## src/rtl/jpg_pkg.sv

```systemverilog
package jpg_pkg;
  localparam int ST_W    = 3;
  localparam int IN_W    = ST_W + 1;   // {state, trig}
  localparam int OUT_W   = ST_W + 1;   // {next state, next pulse}
  localparam int N_TERMS = 5;

  typedef logic [ST_W-1:0] code_t;

  localparam code_t C_IDLE = 3'b000;
  localparam code_t C_FIRE = 3'b100;

  // Product terms, input bit order {s2, s1, s0, trig}:
  //  t0 = s1&s0   t1 = s2&s1   t2 = ~s2&s0
  //  t3 = ~s2&~s1&~s0&trig     t4 = s2&s1&~s0
  localparam logic [N_TERMS*IN_W-1:0] AND_CARE =
    {4'b1110, 4'b1111, 4'b1010, 4'b1100, 4'b0110};
  localparam logic [N_TERMS*IN_W-1:0] AND_VAL =
    {4'b1100, 4'b0001, 4'b0010, 4'b1100, 4'b0110};

  // Sums, output order {d2, d1, d0, pulse_next}:
  //  d2 = t0|t1   d1 = t0|t2   d0 = t2|t3   pulse_next = t4
  localparam logic [OUT_W*N_TERMS-1:0] OR_SEL =
    {5'b00011, 5'b00101, 5'b01100, 5'b10000};
endpackage

```

## src/rtl/jpg_pla.sv

```systemverilog
module jpg_pla #(
  parameter int N_IN    = 4,
  parameter int N_OUT   = 4,
  parameter int N_TERMS = 5,
  parameter logic [N_TERMS*N_IN-1:0]  CARE = '0,
  parameter logic [N_TERMS*N_IN-1:0]  VAL  = '0,
  parameter logic [N_OUT*N_TERMS-1:0] SEL  = '0
) (
  input  logic [N_IN-1:0]  in_vec,
  output logic [N_OUT-1:0] out_vec
);
  logic [N_TERMS-1:0] term;

  // AND plane: a term is true when every cared-for input matches its value
  for (genvar t = 0; t < N_TERMS; t++) begin : g_and
    assign term[t] = &(~(in_vec ^ VAL[t*N_IN +: N_IN]) | ~CARE[t*N_IN +: N_IN]);
  end

  // OR plane: each output sums the terms selected for it
  for (genvar o = 0; o < N_OUT; o++) begin : g_or
    assign out_vec[o] = |(term & SEL[o*N_TERMS +: N_TERMS]);
  end
endmodule

```

## src/rtl/jpg_dff_bank.sv

```systemverilog
module jpg_dff_bank #(
  parameter int             W       = 3,
  parameter logic [W-1:0]   RST_VAL = '0
) (
  input  logic         clk,
  input  logic         rst,
  input  logic [W-1:0] d,
  output logic [W-1:0] q
);
  for (genvar b = 0; b < W; b++) begin : g_ff
    always_ff @(posedge clk) begin
      if (rst) q[b] <= RST_VAL[b];
      else     q[b] <= d[b];
    end
  end
endmodule

```

## src/rtl/jpg_pulse_gen.sv

```systemverilog
module jpg_pulse_gen
  import jpg_pkg::*;
#(
  parameter logic [2:0] INIT_CODE = 3'b000
) (
  input  logic       clk,
  input  logic       rst,
  input  logic       trig,
  output logic       pulse,
  output logic [2:0] state_obs
);
  localparam logic [0:0] PULSE_RST = (INIT_CODE == C_FIRE) ? 1'b1 : 1'b0;

  code_t            st_q;
  logic [IN_W-1:0]  plane_in;
  logic [OUT_W-1:0] plane_out;

  assign plane_in = {st_q, trig};

  jpg_pla #(
    .N_IN(IN_W), .N_OUT(OUT_W), .N_TERMS(N_TERMS),
    .CARE(AND_CARE), .VAL(AND_VAL), .SEL(OR_SEL)
  ) u_pla (
    .in_vec (plane_in),
    .out_vec(plane_out)
  );

  jpg_dff_bank #(.W(ST_W), .RST_VAL(INIT_CODE)) u_state (
    .clk(clk), .rst(rst), .d(plane_out[OUT_W-1:1]), .q(st_q)
  );

  jpg_dff_bank #(.W(1), .RST_VAL(PULSE_RST)) u_pulse (
    .clk(clk), .rst(rst), .d(plane_out[0]), .q(pulse)
  );

  assign state_obs = st_q;
endmodule

```

## config.mk

```make
export PLATFORM = sky130hd
export DESIGN_NAME = jpg_pulse_gen
export DESIGN_NICKNAME = d
export VERILOG_FILES = /design/src/rtl/jpg_pkg.sv /design/src/rtl/jpg_pla.sv /design/src/rtl/jpg_dff_bank.sv /design/src/rtl/jpg_pulse_gen.sv
export SDC_FILE = /design/constraint.sdc
export NUM_CORES = 1
export LEC_CHECK = 0
export CAP_MARGIN = 15
export CORE_AREA = 2 2 39 41
export DETAILED_ROUTE_END_ITERATION = 8
export DIE_AREA = 0 0 41 43
export GPL_TIMING_DRIVEN = 0
export PLACE_DENSITY = 0.38
export SLEW_MARGIN = 0
export SYNTH_ARGS = -nofsm -noshare
export SYNTH_HDL_FRONTEND = slang
export SYNTH_SLANG_ARGS = --single-unit
```

## constraint.sdc

```tcl
create_clock -name clk -period 1.4 [get_ports clk]
set_clock_uncertainty 0.05 [all_clocks]
set_input_delay 0.21 -clock clk [delete_from_list [all_inputs] [get_ports clk]]
set_output_delay 0.21 -clock clk [all_outputs]
set_load 0.01 [all_outputs]
```

# Word level (Yosys, flattened, before mapping)

Index checks and enable logic that the tools add are counted.

Bits in latches: 0
Input bits: 3
Output and inout port bits: 4
Memory bits (read-only): 0
Memories: 0
Memory bits (writable): 0
Register bits: 4
Word-level logic and storage cells: 20

Equality and inequality tests: 0
Shifts and indexed selects: 0
Add/subtract/negate cells: 0
Div/mod/pow operators: 0
Bitwise logic cells: 8
Multiplexer cells: 0
$lt $le $gt $ge: 0
Reduce and logical (&&, ||, !) cells: 8
$mul: 0

Operator list:

| cell              | number |
|---|---|
| $not A4 Y4        | 3 |
| $reduce_and A2 Y1 | 3 |
| $reduce_or A2 Y1  | 3 |
| $not A2 Y2        | 2 |
| $reduce_and A4 Y1 | 1 |
| $not A3 Y3        | 1 |
| $reduce_and A3 Y1 | 1 |
| $not A1 Y1        | 2 |

# Longest topological paths before layout

Gate-level depths: netlist of run 1.

Depth after elaboration: 4
Depth in mapped cells: 2
Depth with buffers taken out: 2

# Cells and area by module

From an unflattened synthesis of run 1, not the netlist that was laid out.

Cell total of the unflattened synthesis: 16
Area, all modules: 155.1 sq um

By module, submodules not included:

| module                 | instances | sequential area each (sq um) | cells an instance | area an instance (sq um) |
|---|---|---|---|---|
| jpg_dff_bank (u_state) | 1         | 60.1                         | 6                 | 78.8 |
| jpg_pla                | 1         | 0.0                          | 8                 | 42.5 |
| jpg_dff_bank (u_pulse) | 1         | 20.0                         | 2                 | 33.8 |

# Worst setup path before layout of run 1

Ideal clock, no wire load.

Kind: flip-flop to flip-flop
From: register u_state.q[0]
To: register u_pulse.q
Slack: 0.612 ns
Library setup time: 0.117 ns
Path buffers: 0
Clock period less this slack: 0.788 ns
Cell stages (with the launch flop): 2
Arrival: 0.620 ns
Data required time: 1.233 ns
Cell sequence: dfxtp_1 and4bb_2

Longest elaborated chain between the ends: 2

RTL lines:

| item                             | RTL line           | text |
|---|---|---|
| start: declaration               | jpg_dff_bank.sv:8  | `output logic [W-1:0] q` |
| start signal: indexed assignment | jpg_dff_bank.sv:12 | `if (rst) q[b] <= RST_VAL[b];` |
| start signal: indexed assignment | jpg_dff_bank.sv:13 | `else q[b] <= d[b];` |
| $not A4 Y4                       | jpg_pla.sv:16      | `assign term[t] = &(~(in_vec ^ VAL[t*N_IN +: N_IN]) \| ~CARE[t*N_IN +: N_IN]);` |
| $reduce_and A3 Y1                | jpg_pla.sv:16      |  |
| end signal: indexed assignment   | jpg_dff_bank.sv:12 |  |
| end signal: indexed assignment   | jpg_dff_bank.sv:13 |  |
| end: declaration                 | jpg_dff_bank.sv:8  |  |

Every way passes these cells.
A chain may end at the register's enable or synchronous reset.

# Worst setup path in the final report of run 1

From: register u_pulse.q
To: output pulse

RTL lines:

| item             | RTL line           | text |
|---|---|---|
| end: declaration | jpg_pulse_gen.sv:9 | `output logic pulse,` |

No word-level cell between the ends.

==> summary.txt, run 1 <==
Yosys
  – Largest family of logic cells by synthesized area: simple AND/OR/NAND/NOR gates
  – Syn avg cell area: about 12 um2
  – Synthesized instance count: 12
  – XOR/XNOR Fraction of Synth Area: 0
  – Synth unique cells: 7
  – Multiplexer area fraction after synthesis: 0
  – Post-Synth Adder-Cell Area: 0
  – Synth warn: 0
  – Post-synth net total: 15
  – Simple-Gate Fraction of Synth Area: 0.375
  – Sequential share of the synthesized area: 0.571
  – Synthesized flop and latch total: 4
  – Synthesized cell area: between 100 and 150 um2
  – Compound-cell area share of the yosys netlist: 0.0536

Timing
  – Headroom to the max-slew limit: 0.892
  – Final hold viol count: 0
  – Slew @ Worst Pin: roughly 0.16 ns
  – Final setup violation count: 0
  – Final worst path period share: 0.934
  – TNS Setup: 0 ns
  – Final slew viol count: 0
  – Final min period: 1.31 ns
  – Max frequency: between 700 and 800 MHz
  – Setup ws final: 0.0923 ns
  – RSZ-0062 raised after global routing: false

Final layout
  – Sequential Area: 80.1 um2
  – Diode count: 0
  – Layout cells sized above 1: 0.238
  – Fill cells: 145
  – Most frequent cells in the layout: dfxtp_1, clkbuf_4, clkdlybuf4s50_1, dlygate4sd2_1
  – Final nets: 26
  – Area delta synth->final: 70.5%
  – Multi-input logic area: ~60 um2
  – Leading cell type in the layout, fill and taps excluded: dfxtp_1
  – Core Util, Final: 0.173
  – Finished Layout Cells: 37

Setup path
  – Worst Setup Start Kind: flip-flop
  – CP Capture Type: output pin
  – Critical Path Fanout Max: 1
  – Reg2Reg Depth: 2
  – Reg2reg setup slack: approximately 0.62 ns
  – FF-to-FF Start: u_state.q[2]
  – Delay-heaviest family, CP: buffers and inverters
  – Setup Crit Path Kind: reg2out
  – Critical Path, Cell by Cell: clkdlybuf4s50_1
  – Worst Path Buf+Inv: 1
  – R2R Path End: u_state.q[1]
  – Slowest stage delay, CP: roughly 0.52 ns
  – CP arrival: about 1.1 ns
  – Worst path slowest cell: clkdlybuf4s50_1
  – Worst EP required: roughly 1.1 ns

Route
  – Via Count: ~120
  – Final ANT Viol Nets: 0
  – Drt wl/cell: 7.62 um
  – Vias per inst: about 3.1
  – DR pass1 iterations: 4
  – Total wire length: about 280 um
  – Initial DRC Count: 3
  – Remaining DRCs: 0

CTS
  – Clock sink total: 4
  – Postcts setup bufs: 0
  – CTS Buf Count: 3
  – CTS tree: done
  – Clock buffer depth: 2
  – Root Buffer: clkbuf_4
  – Clk_lat worst skew: between 0.2 and 0.25 ns
  – Max H-tree Level: 1
  – Reg clk slew, reported paths: 0.04 ns
  – CTS Hold Bufs: 0

Die
  – Io pins: 7
  – Die area: about 1800 um2
  – Starting Density: 0.101
  – Chip Width: 41 um
  – Area of the core: around 1400 um2
  – Rows: 14
  – Die Y: roughly 43 um

Outcome
  – Status: finished, final reports clean

Power
  – Worst IR Drop VDD: about 600 uV
  – Total Power: 0.289 mW
  – PwrDens: approximately 1200 nW/um2
  – Leak: just over 0.1 nW

Global route
  – Overall Global Routing Usage: 0.0572
  – Largest net degree at the start of global routing: 6
  – Vias in the first global route: 141
  – Gr ovfl total: 0
  – First-pass GRT wire length: about 560 um
  – Initial antenna violation count: 0

Placed design
  – RePlAce Congestion: 0.514
  – Dpl ws: ~0.2 ns
  – Placed insts: 34
  – Input/output buffers: 6

Hold path
  – Worst Hold Class: reg2reg
  – Hold_sp: u_state.q[1]
  – Hold depth: 1
  – Worst Hold End: u_state.q[2]

Run
  – MaxCap Viol Count: 0
[report_power, final]
group          internal (mW)  switching (mW)
logic                 0.0155         0.00880
clock network         0.0957          0.0440
registers              0.119         0.00521
total                  0.231          0.0580
[synthesized netlist by cell type]
| cell type | instances | area share |
|---|---|---|
| nor3b_2 | 1 | 0.089 |
| dfxtp_1 | 4 | 0.57 |
| o21a_1 | 1 | 0.054 |
| nor3b_1 | 1 | 0.054 |
| and4bb_2 | 1 | 0.089 |
| nor2_1 | 2 | 0.054 |
| nor2b_1 | 2 | 0.089 |
[timing repair]
| item | in CTS | in global routing |
|---|---|---|
| hold endpoints to repair | 0 | 0 |
| setup endpoints to repair | 3 | 0 |
| gates resized for setup | 3 | 0 |
[cells by family (layout without fill, tap and decap cells)]
family	Yosys count	after routing
flip-flops	4	4
AO/OA/AOI/OAI	1	1
AND/OR/NAND/NOR	7	7
buffers and inverters	0	9
[stage by stage]
| stage | instance area, um2 | hold WS [ns] |
|---|---|---|
| global placement | 220 | 0.451 |
| floorplan | 140 | 0.230 |
| finish | 239 | 0.481 |
| global route | 239 | 0.512 |
| detailed placement | 220 | 0.480 |
| CTS | 239 | 0.488 |
[worst max-delay path by stage]
| stage | start | end | cells after the start |
|---|---|---|---|
| after floorplan | u_state.q[0] | u_pulse.q | 1 |
| after global placement | u_state.q[0] | state_obs[0] | 1 |
| after detailed placement | u_state.q[1] | state_obs[1] | 1 |
| after CTS | u_pulse.q | pulse | 1 |
| after global routing | u_pulse.q | pulse | 1 |
| final | u_pulse.q | pulse | 1 |
[area by class of cell]
class | instances | area share
Multi-Input combinational cell | 8 | 0.251
Sequential cell | 4 | 0.335
Clock buffer | 3 | 0.0942
Timing Repair Buffer | 6 | 0.236
Tap cell | 16 | 0.0838
[metal layers]
layer,GRT usage,part of all wire,vias up,wire length [um]
met1,0.0545,0.51,46,143
met2,0.0563,0.26,10,73
li1,-,-,59,-
met3,0.0995,0.23,0,65
met4,0.0200,0,0,0
met5,0,0,-,0
[registers in the layout, indices dropped and copies added (netlist names)]
signal and flops:
u_pulse.q 1, u_state.q 3
(Power assumes the default switching activity.)
==> run 2, diff against run 1 <==
--- a/config.mk
+++ b/config.mk
@@ -8,4 +8,5 @@
 export CAP_MARGIN = 15
 export CORE_AREA = 2 2 39 41
+export CTS_BUF_LIST = sky130_fd_sc_hd__clkbuf_8
 export DETAILED_ROUTE_END_ITERATION = 8
 export DIE_AREA = 0 0 41 43
==> constraint.sdc (replaced) <==
create_clock -name clk -period 1.4 [get_ports clk]
set_clock_uncertainty 0.05 [all_clocks]
set_input_delay 0.14 -clock clk [delete_from_list [all_inputs] [get_ports clk]]
set_output_delay 0.14 -clock clk [all_outputs]
set_load 0.01 [all_outputs]
==> run 2 against run 1 <==
Effect of this change: hold slack got worse by 0.00079 ns; core utilization increased by 2.2 points; sequential cell count unchanged; critical endpoint unchanged.
==> summary.txt, run 2 (synthesis results as in run 1) <==
Route
  – Remaining DRCs: 0 (unchanged)
  – Total wire length: 303 um (+7.4%)
  – Final ANT Viol Nets: 0 (unchanged)
  – Via Count: 120 (+4.3%)
  – Initial DRC Count: 3 (unchanged)
  – DR pass1 iterations: 2 (-2)
  – Drt wl/cell: 8.19 um (+7.4%)
  – Vias per inst: 3.24 (+4.3%)

Setup path
  – Worst Setup Start Kind: flip-flop
  – CP Capture Type: output pin
  – Setup Crit Path Kind: reg2out
  – FF-to-FF Start: u_state.q[2]
  – Worst Path Buf+Inv: 1 (unchanged)
  – CP arrival: 1.03 ns (-0.02 ns)
  – Crit. path cell count: 1 (unchanged)
  – Delay-heaviest family, CP: buffers and inverters
  – Reg2Reg Depth: 2 (unchanged)
  – Worst EP required: 1.21 ns (+0.07 ns)
  – Worst path slowest cell: clkdlybuf4s50_1
  – R2R Path End: u_state.q[1]
  – Critical Path, Cell by Cell: clkdlybuf4s50_1
  – Slowest stage delay, CP: 0.52 ns (about the same)
  – Critical Path Fanout Max: 1 (unchanged)
  – Worst Setup SP: u_pulse.q
  – Setup crit end: pulse
  – Reg2reg setup slack: 0.63 ns (about the same)

Final layout
  – Reg with most FFs: u_state.q
  – Area delta synth->final: 92.0%
  – Most frequent cells in the layout: dfxtp_1, clkbuf_8, clkdlybuf4s50_1, dlymetal6s2s_1
  – Final nets: 26 (unchanged)
  – Multi-input logic area: 60.1 um2 (unchanged)
  – Leading cell type in the layout, fill and taps excluded: dfxtp_1
  – Diode count: 0 (unchanged)
  – Core Util, Final: 0.194 (+0.0217)
  – Finished Layout Cells: 37 (unchanged)
  – Layout cells sized above 1: 0.238 (unchanged)
  – Max FFs per register: 3 (unchanged)
  – Sequential Area: 80.1 um2 (unchanged)
  – Biggest regs: u_state.q x3, u_pulse.q x1
  – Fill cells: 145 (unchanged)

Global route
  – Overall Global Routing Usage: 0.0582 (+0.00100)
  – Gr ovfl total: 0 (unchanged)
  – Initial antenna violation count: 0 (unchanged)
  – Vias in the first global route: 145 (+2.8%)
  – First-pass GRT wire length: 579 um (+3.8%)
  – Largest net degree at the start of global routing: 6 (unchanged)

Hold path
  – Hold depth: 1 (unchanged)
  – Worst Hold Class: reg2reg

CTS
  – Postcts setup bufs: 0 (unchanged)
  – Clock buffer depth: 2 (unchanged)
  – Clk_lat worst skew: 0.21 ns (-0.02 ns)
  – Reg clk slew, reported paths: 0.03 ns (about the same)
  – Root Buffer: clkbuf_8
  – Max H-tree Level: 1 (unchanged)
  – CTS Buf Count: 3 (unchanged)
  – CTS tree: done
  – Clock sink total: 4 (unchanged)

Die
  – Area of the core: 1380 um2 (unchanged)
  – Die area: 1760 um2 (unchanged)
  – Starting Density: 0.101 (unchanged)
  – Chip Width: 41 um (unchanged)
  – Rows: 14 (unchanged)
  – Io pins: 7 (unchanged)
  – Die Y: 43 um (unchanged)

Timing
  – Final slew viol count: 0 (unchanged)
  – Final min period: 1.22 ns (-0.0903 ns)
  – Max frequency: 821 MHz (+7.4%)
  – Hold Slack: 0.480 ns (-0.000788 ns)
  – Final hold viol count: 0 (unchanged)
  – Headroom to the max-slew limit: 0.896 (+0.00368)
  – RSZ-0062 raised after global routing: false
  – Final setup violation count: 0 (unchanged)
  – Slew @ Worst Pin: 0.156 ns (-0.00550 ns)
  – Final worst path period share: 0.870 (-0.0645)
  – TNS Setup: 0 ns (unchanged)

Power
  – Leak: 0.145 nW (+44%)
  – PwrDens: 1440 nW/um2 (+19%)
  – Worst IR Drop VDD: 535 uV (-8.9%)
  – Total Power: 0.388 mW (+34%)

Placed design
  – Placed insts: 34 (unchanged)
  – Input/output buffers: 6 (unchanged)
  – RePlAce Congestion: 0.514 (unchanged)

Outcome
  – Status: finished, final reports clean

Run
  – MaxCap Viol Count: 0 (unchanged)
==> run 2: routing by layer <==
metal	GRT usage	part of all wire
met3	0.0995	0.23
met5	0	0
met4	0.0200	0.023
met1	0.0545	0.44
met2	0.0594	0.30
==> run 2: how the worst min path moves through the flow <==
| stage | start | slack [ns] | to |
|---|---|---|---|
| final | u_state.q[0] | 0.48 | u_state.q[1] |
| after global routing | u_state.q[1] | 0.51 | u_state.q[2] |
| after CTS | u_state.q[0] | 0.49 | u_state.q[1] |
| after detailed placement | u_state.q[0] | 0.48 | u_state.q[1] |
| after global placement | u_state.q[0] | 0.45 | u_state.q[2] |
| after floorplan | rst | 0.16 | u_state.q[1] |
==> run 2: worst register-to-register path: cells and delay by family, from the launching register on <==
kind             cells  cell delay (ns)
DFF                  1             0.37
and+or+nand+nor      2             0.25
==> run 2: report_power, final <==
| group | switching, mW | internal, mW |
|---|---|---|
| Clock | 0.0540 | 0.183 |
| Sequential | 0.00503 | 0.120 |
| Combinational | 0.00871 | 0.0175 |
==> run 2: final cells by class <==
cell class | instances | area share
well taps | 16 | 0.0744
multi-input cells | 8 | 0.223
flip-flops and latches | 4 | 0.298
clock buffers | 3 | 0.153
repair buffers | 6 | 0.251
==> run 2: timing repair <==
action	4_1_cts	5_1_grt
hold buffers	0	0
endpoints found under the setup margin	0	3
resized for setup	0	3
==> run 2: through the flow <==
step	area, um2	setup WS (ns)
2_1_floorplan	140	0.612
3_3_place_gp	220	0.299
3_5_place_dp	220	0.270
4_1_cts	262	0.0386
5_1_grt	269	0.156
6_report	269	0.183
==> run 3, diff against run 2 <==
CTS_CLUSTER_SIZE = 8   (was default)
==> results of run 3 <==
No change in the layout: final DEF, timing and power equal those of run 2.
